<file path="src/rtl/lps_pkg.sv">
package lps_pkg;
  typedef enum logic [1:0] {
    LS_ACTIVE  = 2'd0,
    LS_PARTIAL = 2'd1,
    LS_SLUMBER = 2'd2
  } link_st_e;

  localparam int unsigned CMD_W = 4;
  localparam logic [CMD_W-1:0] CMD_IDLE    = 4'h0;
  localparam logic [CMD_W-1:0] CMD_ACTIVE  = 4'h1;
  localparam logic [CMD_W-1:0] CMD_PARTIAL = 4'h2;
  localparam logic [CMD_W-1:0] CMD_SLUMBER = 4'h6;

  function automatic logic [CMD_W-1:0] cmd_of(link_st_e s);
    case (s)
      LS_PARTIAL: cmd_of = CMD_PARTIAL;
      LS_SLUMBER: cmd_of = CMD_SLUMBER;
      default:    cmd_of = CMD_ACTIVE;
    endcase
  endfunction
endpackage

</file>
<file path="src/rtl/lps_cmd_decode.sv">
module lps_cmd_decode
  import lps_pkg::*;
(
  input  logic [CMD_W-1:0] cmd_i,
  output logic             valid_o,
  output link_st_e         target_o
);
  always_comb begin
    valid_o  = 1'b1;
    target_o = LS_ACTIVE;
    case (cmd_i)
      CMD_ACTIVE:  target_o = LS_ACTIVE;
      CMD_PARTIAL: target_o = LS_PARTIAL;
      CMD_SLUMBER: target_o = LS_SLUMBER;
      default:     valid_o  = 1'b0;
    endcase
  end
endmodule

</file>
<file path="src/rtl/lps_idle_detect.sv">
module lps_idle_detect #(
  parameter int unsigned SLOTS = 32
) (
  input  logic             clk_i,
  input  logic             rst_ni,
  input  logic [SLOTS-1:0] issue_i,
  input  logic [SLOTS-1:0] tags_i,
  output logic             idle_fall_o
);
  logic busy, busy_q;

  assign busy = (|issue_i) | (|tags_i);

  always_ff @(posedge clk_i or negedge rst_ni) begin
    if (!rst_ni) busy_q <= 1'b0;
    else         busy_q <= busy;
  end

  // one pulse per busy->empty transition
  assign idle_fall_o = busy_q & ~busy;

  a_r11_single_pulse: assert property (@(posedge clk_i) disable iff (!rst_ni)
    idle_fall_o |=> !idle_fall_o);
endmodule

</file>
<file path="src/rtl/lps_link_fsm.sv">
module lps_link_fsm
  import lps_pkg::*;
(
  input  logic             clk_i,
  input  logic             rst_ni,
  input  logic             go_i,
  input  link_st_e         go_target_i,
  input  logic             ack_i,
  input  logic             nak_i,
  output logic [CMD_W-1:0] cmd_o,
  output logic             req_o,
  output link_st_e         req_state_o,
  output link_st_e         state_o
);
  logic [CMD_W-1:0] cmd_q;
  link_st_e         tgt_q, st_q;

  always_ff @(posedge clk_i or negedge rst_ni) begin
    if (!rst_ni) begin
      cmd_q <= CMD_IDLE;
      tgt_q <= LS_ACTIVE;
      st_q  <= LS_ACTIVE;
    end else if (cmd_q != CMD_IDLE) begin
      if (ack_i) begin
        st_q  <= tgt_q;
        cmd_q <= CMD_IDLE;
      end else if (nak_i) begin
        cmd_q <= CMD_IDLE;
      end
    end else if (go_i) begin
      cmd_q <= cmd_of(go_target_i);
      tgt_q <= go_target_i;
    end
  end

  assign cmd_o       = cmd_q;
  assign req_o       = (cmd_q != CMD_IDLE);
  assign req_state_o = tgt_q;
  assign state_o     = st_q;

  a_r3_req_held: assert property (@(posedge clk_i) disable iff (!rst_ni)
    (req_o && !ack_i && !nak_i) |=> (req_o && $stable(req_state_o)));
  a_r4_ack_lands: assert property (@(posedge clk_i) disable iff (!rst_ni)
    (req_o && ack_i) |=> (state_o == $past(req_state_o) && cmd_o == CMD_IDLE));
  a_r5_nak_keeps: assert property (@(posedge clk_i) disable iff (!rst_ni)
    (req_o && !ack_i && nak_i) |=> ($stable(state_o) && cmd_o == CMD_IDLE));
  a_r4_state_on_ack_only: assert property (@(posedge clk_i) disable iff (!rst_ni)
    !$stable(state_o) |-> $past(ack_i));
endmodule

</file>
<file path="src/rtl/lps_ctrl.sv">
module lps_ctrl
  import lps_pkg::*;
#(
  parameter int unsigned SLOTS = 32
) (
  input  logic             clk_i,
  input  logic             rst_ni,
  input  logic             wr_en_i,
  input  logic [3:0]       wr_cmd_i,
  input  logic             wr_aggr_en_i,
  input  logic             wr_aggr_sel_i,
  output logic [3:0]       cmd_o,
  output logic             aggr_en_o,
  output logic             aggr_sel_o,
  input  logic [SLOTS-1:0] issue_i,
  input  logic [SLOTS-1:0] tags_i,
  output logic             link_req_o,
  output logic [1:0]       link_req_state_o,
  input  logic             link_ack_i,
  input  logic             link_nak_i,
  output logic [1:0]       link_state_o
);
  logic     aen_q, asel_q;
  logic     sw_valid, idle_fall, sw_go, auto_go, go;
  link_st_e sw_target, auto_target, go_target, req_st, cur_st;

  always_ff @(posedge clk_i or negedge rst_ni) begin
    if (!rst_ni) begin
      aen_q  <= 1'b0;
      asel_q <= 1'b0;
    end else if (wr_en_i) begin
      aen_q  <= wr_aggr_en_i;
      asel_q <= wr_aggr_sel_i;
    end
  end

  lps_cmd_decode u_dec (
    .cmd_i    (wr_cmd_i),
    .valid_o  (sw_valid),
    .target_o (sw_target)
  );

  lps_idle_detect #(.SLOTS(SLOTS)) u_idle (
    .clk_i       (clk_i),
    .rst_ni      (rst_ni),
    .issue_i     (issue_i),
    .tags_i      (tags_i),
    .idle_fall_o (idle_fall)
  );

  // same-state writes and reserved codes start nothing; software beats auto
  assign sw_go       = wr_en_i & sw_valid & (sw_target != cur_st);
  assign auto_target = asel_q ? LS_SLUMBER : LS_PARTIAL;
  assign auto_go     = idle_fall & aen_q & (cur_st == LS_ACTIVE) & ~sw_go;
  assign go          = sw_go | auto_go;
  assign go_target   = sw_go ? sw_target : auto_target;

  lps_link_fsm u_fsm (
    .clk_i       (clk_i),
    .rst_ni      (rst_ni),
    .go_i        (go),
    .go_target_i (go_target),
    .ack_i       (link_ack_i),
    .nak_i       (link_nak_i),
    .cmd_o       (cmd_o),
    .req_o       (link_req_o),
    .req_state_o (req_st),
    .state_o     (cur_st)
  );

  assign link_req_state_o = req_st;
  assign link_state_o     = cur_st;
  assign aggr_en_o        = aen_q;
  assign aggr_sel_o       = asel_q;

  a_r7_reserved_ignored: assert property (@(posedge clk_i) disable iff (!rst_ni)
    (wr_en_i && !sw_valid && cmd_o == CMD_IDLE && !idle_fall) |=> cmd_o == CMD_IDLE);
  a_r8_busy_write_dropped: assert property (@(posedge clk_i) disable iff (!rst_ni)
    (link_req_o && !link_ack_i && !link_nak_i) |=> $stable(cmd_o));
  a_r10_no_auto_when_off: assert property (@(posedge clk_i) disable iff (!rst_ni)
    (!link_req_o && !aggr_en_o && !wr_en_i) |=> !link_req_o);
  a_r6_same_state_idle: assert property (@(posedge clk_i) disable iff (!rst_ni)
    (!link_req_o && wr_en_i && sw_valid && sw_target == cur_st && !idle_fall)
      |=> !link_req_o);
endmodule

</file>
<file path="config.mk">
export PLATFORM = sky130hd
export DESIGN_NAME = lps_ctrl
export DESIGN_NICKNAME = d
export VERILOG_FILES = /design/src/rtl/lps_pkg.sv /design/src/rtl/lps_cmd_decode.sv /design/src/rtl/lps_idle_detect.sv /design/src/rtl/lps_link_fsm.sv /design/src/rtl/lps_ctrl.sv
export SDC_FILE = /design/constraint.sdc
export NUM_CORES = 1
export LEC_CHECK = 0
export BUFFER_PORTS_ARGS = -buffer_cell sky130_fd_sc_hd__buf_2
export CAP_MARGIN = 10
export CORE_MARGIN = 3
export CORE_UTILIZATION = 29
export CTS_CLUSTER_SIZE = 30
export DETAILED_ROUTE_END_ITERATION = 7
export PLACE_DENSITY = 0.75
export SETUP_SLACK_MARGIN = 0.05
export SLEW_MARGIN = 20
export SYNTH_ARGS = -nofsm -noshare
export SYNTH_HDL_FRONTEND = slang
export SYNTH_SLANG_ARGS = --single-unit
</file>
<file path="constraint.sdc">
create_clock -name clk_i -period 1.8 [get_ports clk_i]
set_input_delay 0.36 -clock clk_i [delete_from_list [all_inputs] [get_ports clk_i]]
set_output_delay 0.36 -clock clk_i [all_outputs]
set_load 0.01 [all_outputs]
</file>
After elaboration in Yosys (flattened, before gate mapping)
Cells that the tools add are included.
- bitwise gates (word level): 11
- reduce and logical (&&, ||, !) cells: 9
- equal/unequal tests: 7
- muxes and demuxes: 9
- operators with widths (operator ; count):
    32-bit OR reduction ; 2
    4-bit 2-to-1 mux ; 4
    1-bit bitwise AND ; 6
    3-bit case mux with 2 select lines ; 1
    2-bit AND reduction ; 3
    4-bit by 1-bit == test with 1-bit output, second input constant ; 1
    4-bit by 2-bit == test with 1-bit output, second input constant ; 1
    4-bit by 3-bit == test with 1-bit output, second input constant ; 1
    2-bit 2-to-1 mux ; 2
    2-bit case mux with 2 select lines ; 1
    4-bit nonzero test ; 1
    3-bit by 1-bit inequality test with 1-bit output, second input constant ; 1
    1-bit NOT ; 3
    3-bit OR reduction ; 1
    2-bit by 1-bit == test with 1-bit output, second input constant ; 1
    2-bit == test, second input constant ; 1
    2-bit zero test ; 1
    2-bit inequality test ; 1
    1-bit OR ; 2
    2-bit nonzero test ; 1
    1-bit 2-to-1 mux ; 1
- input bits: 75
- logic and storage cells: 42
- register bits: 11

Depth between registers and ports, before layout
Gate-level depths: netlist of run 1.
- depth in word-level cells: 10
- mapped depth: 7
- gate-level depth less buffers: 7

Hierarchy
A second synthesis of run 1 with hierarchy kept.
- cell total of the unflattened synthesis: 66
- area, all modules: 686.9 sq um
- by module, submodules not included (module ; seq. area each (sq um) ; area an instance (sq um) ; instances ; cells each):
    lps_link_fsm ; 175.2 ; 321.6 ; 1 ; 23
    lps_idle_detect ; 25.0 ; 177.7 ; 1 ; 24
    lps_ctrl ; 50.0 ; 153.9 ; 1 ; 13
    lps_cmd_decode ; 0.0 ; 33.8 ; 1 ; 6

Worst setup path before layout of run 1
OpenSTA, ideal clock, no wires.
- kind: register to register
- from: register u_fsm.st_q[1] (netlist: u_fsm.state_o[1])
- to: register u_fsm.tgt_q[1] (netlist: u_fsm.req_state_o[1])
- clock period less this slack: 1.807 ns
- cell stages (with the launch flop): 6
- data required time: 1.675 ns
- path buffers: 0
- setup time: 0.125 ns
- data arrival time: 1.682 ns
- setup slack: -0.007 ns
- cells stage by stage: dfrtp_1 -> nand2_1 -> o221a_4 -> mux2_4 -> a32oi_4 -> mux2_4
- cells in the longest elaborated chain, start to end: 6
- elaborated cells on any way between the ends: 9
- classes of those cells: eq/ne (1); mux (1); bitwise (5); reduce/logical (2)
- RTL lines (what ; RTL line ; text):
    from (decl) ; lps_link_fsm.sv:16 ; link_st_e tgt_q, st_q;
    from (signal assigned) ; lps_link_fsm.sv:25 ; st_q <= tgt_q;
    2-bit inequality test ; lps_ctrl.sv:52 ; assign sw_go = wr_en_i & sw_valid & (sw_target != cur_st);
    1-bit bitwise AND ; lps_ctrl.sv:52 ;
    1-bit NOT ; lps_ctrl.sv:54 ; assign auto_go = idle_fall & aen_q & (cur_st == LS_ACTIVE) & ~sw_go;
    1-bit bitwise AND ; lps_ctrl.sv:54 ;
    1-bit OR ; lps_ctrl.sv:55 ; assign go = sw_go | auto_go;
    2-bit AND reduction (no source line) ; - ;
    to (signal assigned) ; lps_link_fsm.sv:32 ; tgt_q <= go_target_i;
    to (decl) ; lps_link_fsm.sv:16 ;
Several ways; a longest one is shown, not always the timed one.
A chain may end at the register's enable or synchronous reset.

Final worst setup path of run 1
- from: register u_fsm.st_q[0] (netlist: u_fsm.state_o[0])
- to: register u_fsm.cmd_q[0] (netlist: u_fsm.cmd_o[0])
- cells in the longest elaborated chain, start to end: 7
- elaborated cells on any way between the ends: 15
- classes of those cells: eq/ne (3); mux (4); bitwise (5); reduce/logical (3)
- RTL lines (what ; RTL line ; text):
    2-bit inequality test ; lps_ctrl.sv:52 ;
    1-bit bitwise AND ; lps_ctrl.sv:52 ;
    2-bit 2-to-1 mux or 1-bit NOT (tied branches) ; lps_ctrl.sv:56, lps_ctrl.sv:54 ;
    2-bit == test, or another cell as far along ; lps_pkg.sv:15 ; case (s)
    3-bit case mux with 2 select lines or 1-bit OR (tied branches) ; lps_pkg.sv:15, lps_ctrl.sv:55 ;
    4-bit 2-to-1 mux or 2-bit nonzero test (tied branches) ; - ;
    4-bit 2-to-1 mux or 2-bit AND reduction (tied branches) ; - ;
    to (signal assigned) ; lps_link_fsm.sv:31 ; cmd_q <= cmd_of(go_target_i);
    to (decl) ; lps_link_fsm.sv:15 ; logic [CMD_W-1:0] cmd_q;
Several ways; a longest one is shown, not always the timed one. The select of a mux whose other input is x is not followed.

==> reports/qor.yml, run 1 <==
ios: 86
endpoint_kind: "flip-flop"
area_growth_pct: 90.78
reg2regPathDepth: 6
dr.pass1.iters: 4
grt_pass1_wl_mm: 4.333
synth-main-ff-cell: "dfrtp_1"
grt_overflow: 0
ys_types: 28
port_buffers: 84
holdPathStages: 3
setup_violations: 0
synth-seq-cells: 10
irDropWorstVdd_mv: 0.4528
synth_top_area_share_pct: 34.78
cts_made_buffers: 3
dp_hpwl_mm: 2.442
synth_common_cells: "17 x nor4_1, 10 x dfrtp_1, 8 x nand2_1"
timing.final.ws_setup_ps: 85.09
syn_nets: 154
fin_area_um2: 1373
wl_per_cell_um: 14.08
diodes: 0
syn_inst: 78
cap_violations: 0
yosysTopAreaCell: "dfrtp_1"
rows: 17
via_per_inst: 5.064
arrival_ps: 1870
placed_area_um2: 1249
sequentialPowerShare_pct: 33.0
hp-class: "in2reg"
slew_violations: 0
rrSetupSlack_ps: 90
initial_core_util_pct: 31.61
grt_max_degree: 11
antenna_found_initial: 0
cp.required_ps: 1960
die_area_um2: 3114
drtIter0Drc: 20
r2r-start: "u_fsm.state_o[0]$_DFFE_PN0P_"
synth_most_common_cell: "nor4_1"
p_sw_share_pct: 35.27
seq_area_frac_synth_pct: 34.78
yosys_warnings: 0
hold_violations: 0
ys_async_sr_fraction_pct: 100.0
critPathLaunch: "u_fsm.state_o[0]$_DFFE_PN0P_"
timing.fmax_ghz: 0.5831
grt_pass1_vias: 1122
rsz0062_at_grt: "true"
finClkSkew_ps: 5.444
die_height_um: 55.81
outcome: "finished clean"
cts_sinks: 10
leakage_uw: 0.0007155
layout_min_cycle_time_ps: 1715
endpoint: "u_fsm.cmd_o[0]$_DFFE_PN0P_"
p_clk_share_pct: 19.5
synth_edf_count: 0
combPwrFrac_pct: 47.5
regToRegEndpoint: "u_fsm.cmd_o[0]$_DFFE_PN0P_"
die_w_um: 55.81
p_per_area_nw_per_um2: 749.1
cts_setup_buffers: 0
power_switching_uw: 362.6
final_nets: 252
worstSetupPathType: "reg2reg"
finalWirelength_mm: 2.859
htreeDepth: 1
internal_power_uw: 665.6
grt_use_total_pct: 16.92
cp_max_fo: 5
critPathLaunchType: "flip-flop"
design.core.area_um2: 2276
drive_gt1_share_pct: 67.43
ys_top_cells_by_area: "dfrtp_1 35%, nor4_1 15%, mux2_4 4.2%"
drtAntennaViolNets: 0
place_ws_ps: -145.3
clk_pin_slew_worst_paths_ps: 70
gp_congestion: 0.7994
clock-root-buffer: "clkbuf_4"
clk_path_buf_depth: 2
cts_tree: "yes"
synth_area_um2: 719.4
clk_latency_ps: 260
drc: 0
vias: 1028
avgSynthCellArea_um2: 9.224
finalCritPeriodShare_pct: 95.27
==> sequential cells by signal, indices dropped and copies added, names as in the netlist <==
| register | cells |
|---|---|
| u_fsm.state_o | 2 |
| u_idle.busy_q | 1 |
| aggr_en_o | 1 |
| u_fsm.req_state_o | 2 |
| aggr_sel_o | 1 |
| u_fsm.cmd_o | 3 |
==> metal layers <==
metal / vias up / global-route usage, % / share of wire, %
met1: 468 / 15.96 / 32
met3: 4 / 4.640 / 10
met5: - / 0 / 0
li1: 495 / - / -
met2: 61 / 34.97 / 57
met4: 0 / 3.819 / 0.80
==> cell type report <==
type                    count  area, um^2
clock buffers               4       36.28
fillers                   199       903.4
inverters                   7       26.28
multi-input cells          60       520.5
flip-flops and latches     10       252.7
well taps                  28       35.03
repair buffers             94       501.7
==> layout by cell type, fill, tap and decap left out, drive strengths merged <==
cell type	instances
o311a	1
dfrtp	10
nor2b	1
inv	7
a21o	1
and3	1
buf	93
mux2	4
clkbuf	4
dlygate4sd3	1
nor4	18
ha	1
o221a	1
nor3	3
a32oi	1
o21ai	6
nor3b	1
nand4	4
o311ai	1
conb	1
mux2i	1
nor2	2
a21oi	2
nand2b	1
nand3	1
nand2	8
==> timing repair <==
item                                    4_1_cts  5_1_grt
gates resized for setup                       3       10
pin swaps                                     2        4
endpoints found under the setup margin        3        5
hold buffers                                  1        0
endpoints found under the hold margin        10        0
==> through the flow <==
stage | power (uW) | std cells | hold WS, ps | setup TNS (ps) | util (%)
floorplan | 516.0 | 78 | 64.41 | 0 | -
global placement | 742.4 | 198 | 232.2 | -147.0 | 54.87
detailed placement | 769.2 | 198 | 234.3 | -469.1 | 54.87
CTS | 985.5 | 203 | 308.6 | 0 | 57.61
global route | 1102 | 203 | 318.1 | 0 | 60.31
finish | 1028 | 203 | 310.6 | 0 | 60.31
==> worst max-delay path, stage by stage, from the launching register on <==
cell and delay, ps:
dfrtp_2 440, o311a_4 410, and3_2 210, nor3_4 190, ha_4 250, inv_1 50, o21ai_1 60
==> cells by family after synthesis <==
group / count (synthesis) / synth area share (%)
flops: 10 / 34.78
other cells: 1 / 0.5212
buf+inv: 8 / 4.697
fa+ha+maj: 1 / 1.739
compound gates: 13 / 15.83
simple gates: 40 / 33.74
mux: 5 / 8.696
==> how the worst min path moves through the flow <==
stage / startpoint / endpoint
2_1_floorplan: rst_ni / aggr_en_o$_DFFE_PN0P_
3_3_place_gp: rst_ni / u_fsm.req_state_o[0]$_DFFE_PN0P_
3_5_place_dp: rst_ni / u_fsm.req_state_o[0]$_DFFE_PN0P_
4_1_cts: wr_aggr_sel_i / aggr_sel_o$_DFFE_PN0P_
5_1_grt: wr_aggr_sel_i / aggr_sel_o$_DFFE_PN0P_
6_report: wr_aggr_sel_i / aggr_sel_o$_DFFE_PN0P_
==> power by group through the flow <==
stage | registers (uW) | clock network, uW | logic, uW
global placement | 331 | 0 | 412
global route | 347 | 217 | 538
finish | 340 | 201 | 488
floorplan | 356 | 0 | 160
CTS | 336 | 207 | 443
detailed placement | 339 | 0 | 430
No activity file was read; power rests on OpenSTA's default activity.
==> run 2: changes to the inputs <==
Settings changed: CORE_UTILIZATION 29 to 30, CTS_BUF_LIST set to sky130_fd_sc_hd__clkbuf_4, PLACE_DENSITY 0.75 to 0.77.
==> run 2 against run 1 <==
  * Register-to-register slack lost 20 ps
  * Sequential power is 2% lower
  * Clock-buffer cell count decreased by 1
  * Non-clock buffer count grew 5
  * Clock skew down 1.7 ps
  * Critical path depth is 1 higher
  * Critical endpoint unchanged
  * Largest power group unchanged
==> reports/qor.yml, run 2 (synthesized netlist as in run 1, its figures left out) <==
outcome: "finished clean"
clk_latency_ps: 260
cp.required_ps: 1950
cts_tree: "yes"
endpoint_kind: "flip-flop"
layout_min_cycle_time_ps: 1731
regToRegEndpoint: "u_fsm.cmd_o[0]$_DFFE_PN0P_"
slew_violations: 0
cts_made_buffers: 3
finalCritPeriodShare_pct: 96.15
die_area_um2: 3022
cap_violations: 0
drive_gt1_share_pct: 65.92
diodes: 0
worstHoldStart: "wr_aggr_sel_i"
p_sw_share_pct: 34.61
clk_pin_slew_worst_paths_ps: 60
wl_per_cell_um: 12.45
gp_congestion: 0.7968
grt_pass1_wl_mm: 3.670
p_clk_share_pct: 15.4
hold_violations: 0
combPwrFrac_pct: 50.1
finalSetupTns_ps: 0
rsz0062_at_grt: "true"
drc: 0
critPathSlowestCell: "dfrtp_2"
r2r-start: "u_fsm.state_o[1]$_DFFE_PN0P_"
clock-root-buffer: "clkbuf_4"
fillCellCount: 188
holdWs_ps: 315.3
timing.fmax_ghz: 0.5778
port_buffers: 84
critPathLaunchType: "flip-flop"
internal_power_uw: 630.9
grt_overflow: 0
vias: 1031
dp_hpwl_mm: 2.275
final_common_cell: "buf_2"
via_per_inst: 4.981
cp_max_fo: 4
cp_top_family: "compound AO/OA/AOI/OAI gates"
rows: 17
worstSetupPathType: "reg2reg"
final_nets: 257
design.core.area_um2: 2233
setup_violations: 0
largest_register_ffs: 3
dr.pass1.iters: 4
die_w_um: 54.97
area_growth_pct: 89.91
htreeDepth: 1
ios: 86
leakage_uw: 0.0007289
cp_num_buf_inv: 2
grt_use_total_pct: 16.57
rrSetupSlack_ps: 70
finClkSkew_ps: 3.703
clk_path_buf_depth: 2
cts_sinks: 10
layout_common_cells: "84 x buf_2, 17 x nor4_1, 11 x buf_4"
power_switching_uw: 334.0
p_per_area_nw_per_um2: 706.2
grt_max_degree: 11
sequentialPowerShare_pct: 34.5
cp.depth: 7
finalWirelength_mm: 2.578
die_height_um: 54.97
endpoint: "u_fsm.cmd_o[0]$_DFFE_PN0P_"
irDropWorstVdd_mv: 0.4463
drtIter0Drc: 13
path_cells: "o311a_4 > buf_6 > a21o_1 > o311ai_4 > ha_1 > inv_1 > o21ai_1"
placedCellCount: 201
antenna_found_initial: 0
reg2regPathDepth: 7
drtAntennaViolNets: 0
initial_core_util_pct: 32.21
arrival_ps: 1880
critPathLaunch: "u_fsm.state_o[1]$_DFFE_PN0P_"
instances_no_fill: 207
hp-class: "in2reg"
grt_pass1_vias: 1004
post-route-util_pct: 61.18
cpPeakStageDelay_ps: 440
[run 2: cell type report]
| class | count | area, um^2 | share of cell area [%] |
|---|---|---|---|
| tap | 28 | 35.03 | 2.564 |
| clock buffer | 3 | 22.52 | 1.648 |
| multi-input combinational | 60 | 483.0 | 35.35 |
| sequential | 10 | 252.7 | 18.50 |
| inverter | 7 | 26.28 | 1.923 |
| timing repair buffer | 99 | 546.8 | 40.02 |
[run 2: how the worst min path moves through the flow]
stage	cells past startpoint	slack, ps	end
floorplan	0	60	aggr_en_o$_DFFE_PN0P_
global placement	1	230	u_fsm.req_state_o[0]$_DFFE_PN0P_
detailed placement	1	230	u_fsm.req_state_o[0]$_DFFE_PN0P_
CTS	3	310	aggr_sel_o$_DFFE_PN0P_
global route	3	330	aggr_sel_o$_DFFE_PN0P_
finish	3	320	aggr_sel_o$_DFFE_PN0P_
[run 2: layer usage]
layer / vias to the layer above / routed length (um) / GRT usage (%)
met5: - / 0 / 0
met4: 0 / 27 / 4.858
met3: 3 / 233 / 2.681
met2: 60 / 1348 / 30.31
met1: 464 / 967 / 19.70
li1: 504 / - / -
[run 2: power groups by stage]
stage / clock [uW] / sequential (uW) / combinational, uW
final: 148 / 333 / 483
after global routing: 169 / 336 / 527
after CTS: 156 / 332 / 455
after detailed placement: 0 / 336 / 436
after global placement: 0 / 330 / 425
after floorplan: 0 / 356 / 160
[run 2: metrics by stage]
| step | instance area (um^2) | setup slack, ps | total power [uW] |
|---|---|---|---|
| 2_1_floorplan | 733.2 | 27.56 | 516.0 |
| 3_3_place_gp | 1271 | -68.09 | 755.3 |
| 3_5_place_dp | 1271 | -100.2 | 772.2 |
| 4_1_cts | 1331 | 59.96 | 942.0 |
| 5_1_grt | 1366 | 36.16 | 1032 |
| 6_report | 1366 | 69.27 | 964.9 |
[run 2: worst min-delay path: stages]
cell and delay (ps):
buf_2 80, nand2_1 40, o21ai_0 60
[run 2: what timing repair did]
item	in CTS	in global routing
endpoints found under the hold margin	10	0
hold buffers	1	0
resized for setup	4	5
cloned	0	0
buffers inserted	0	2
setup endpoints to repair	2	4
pin swaps	2	2
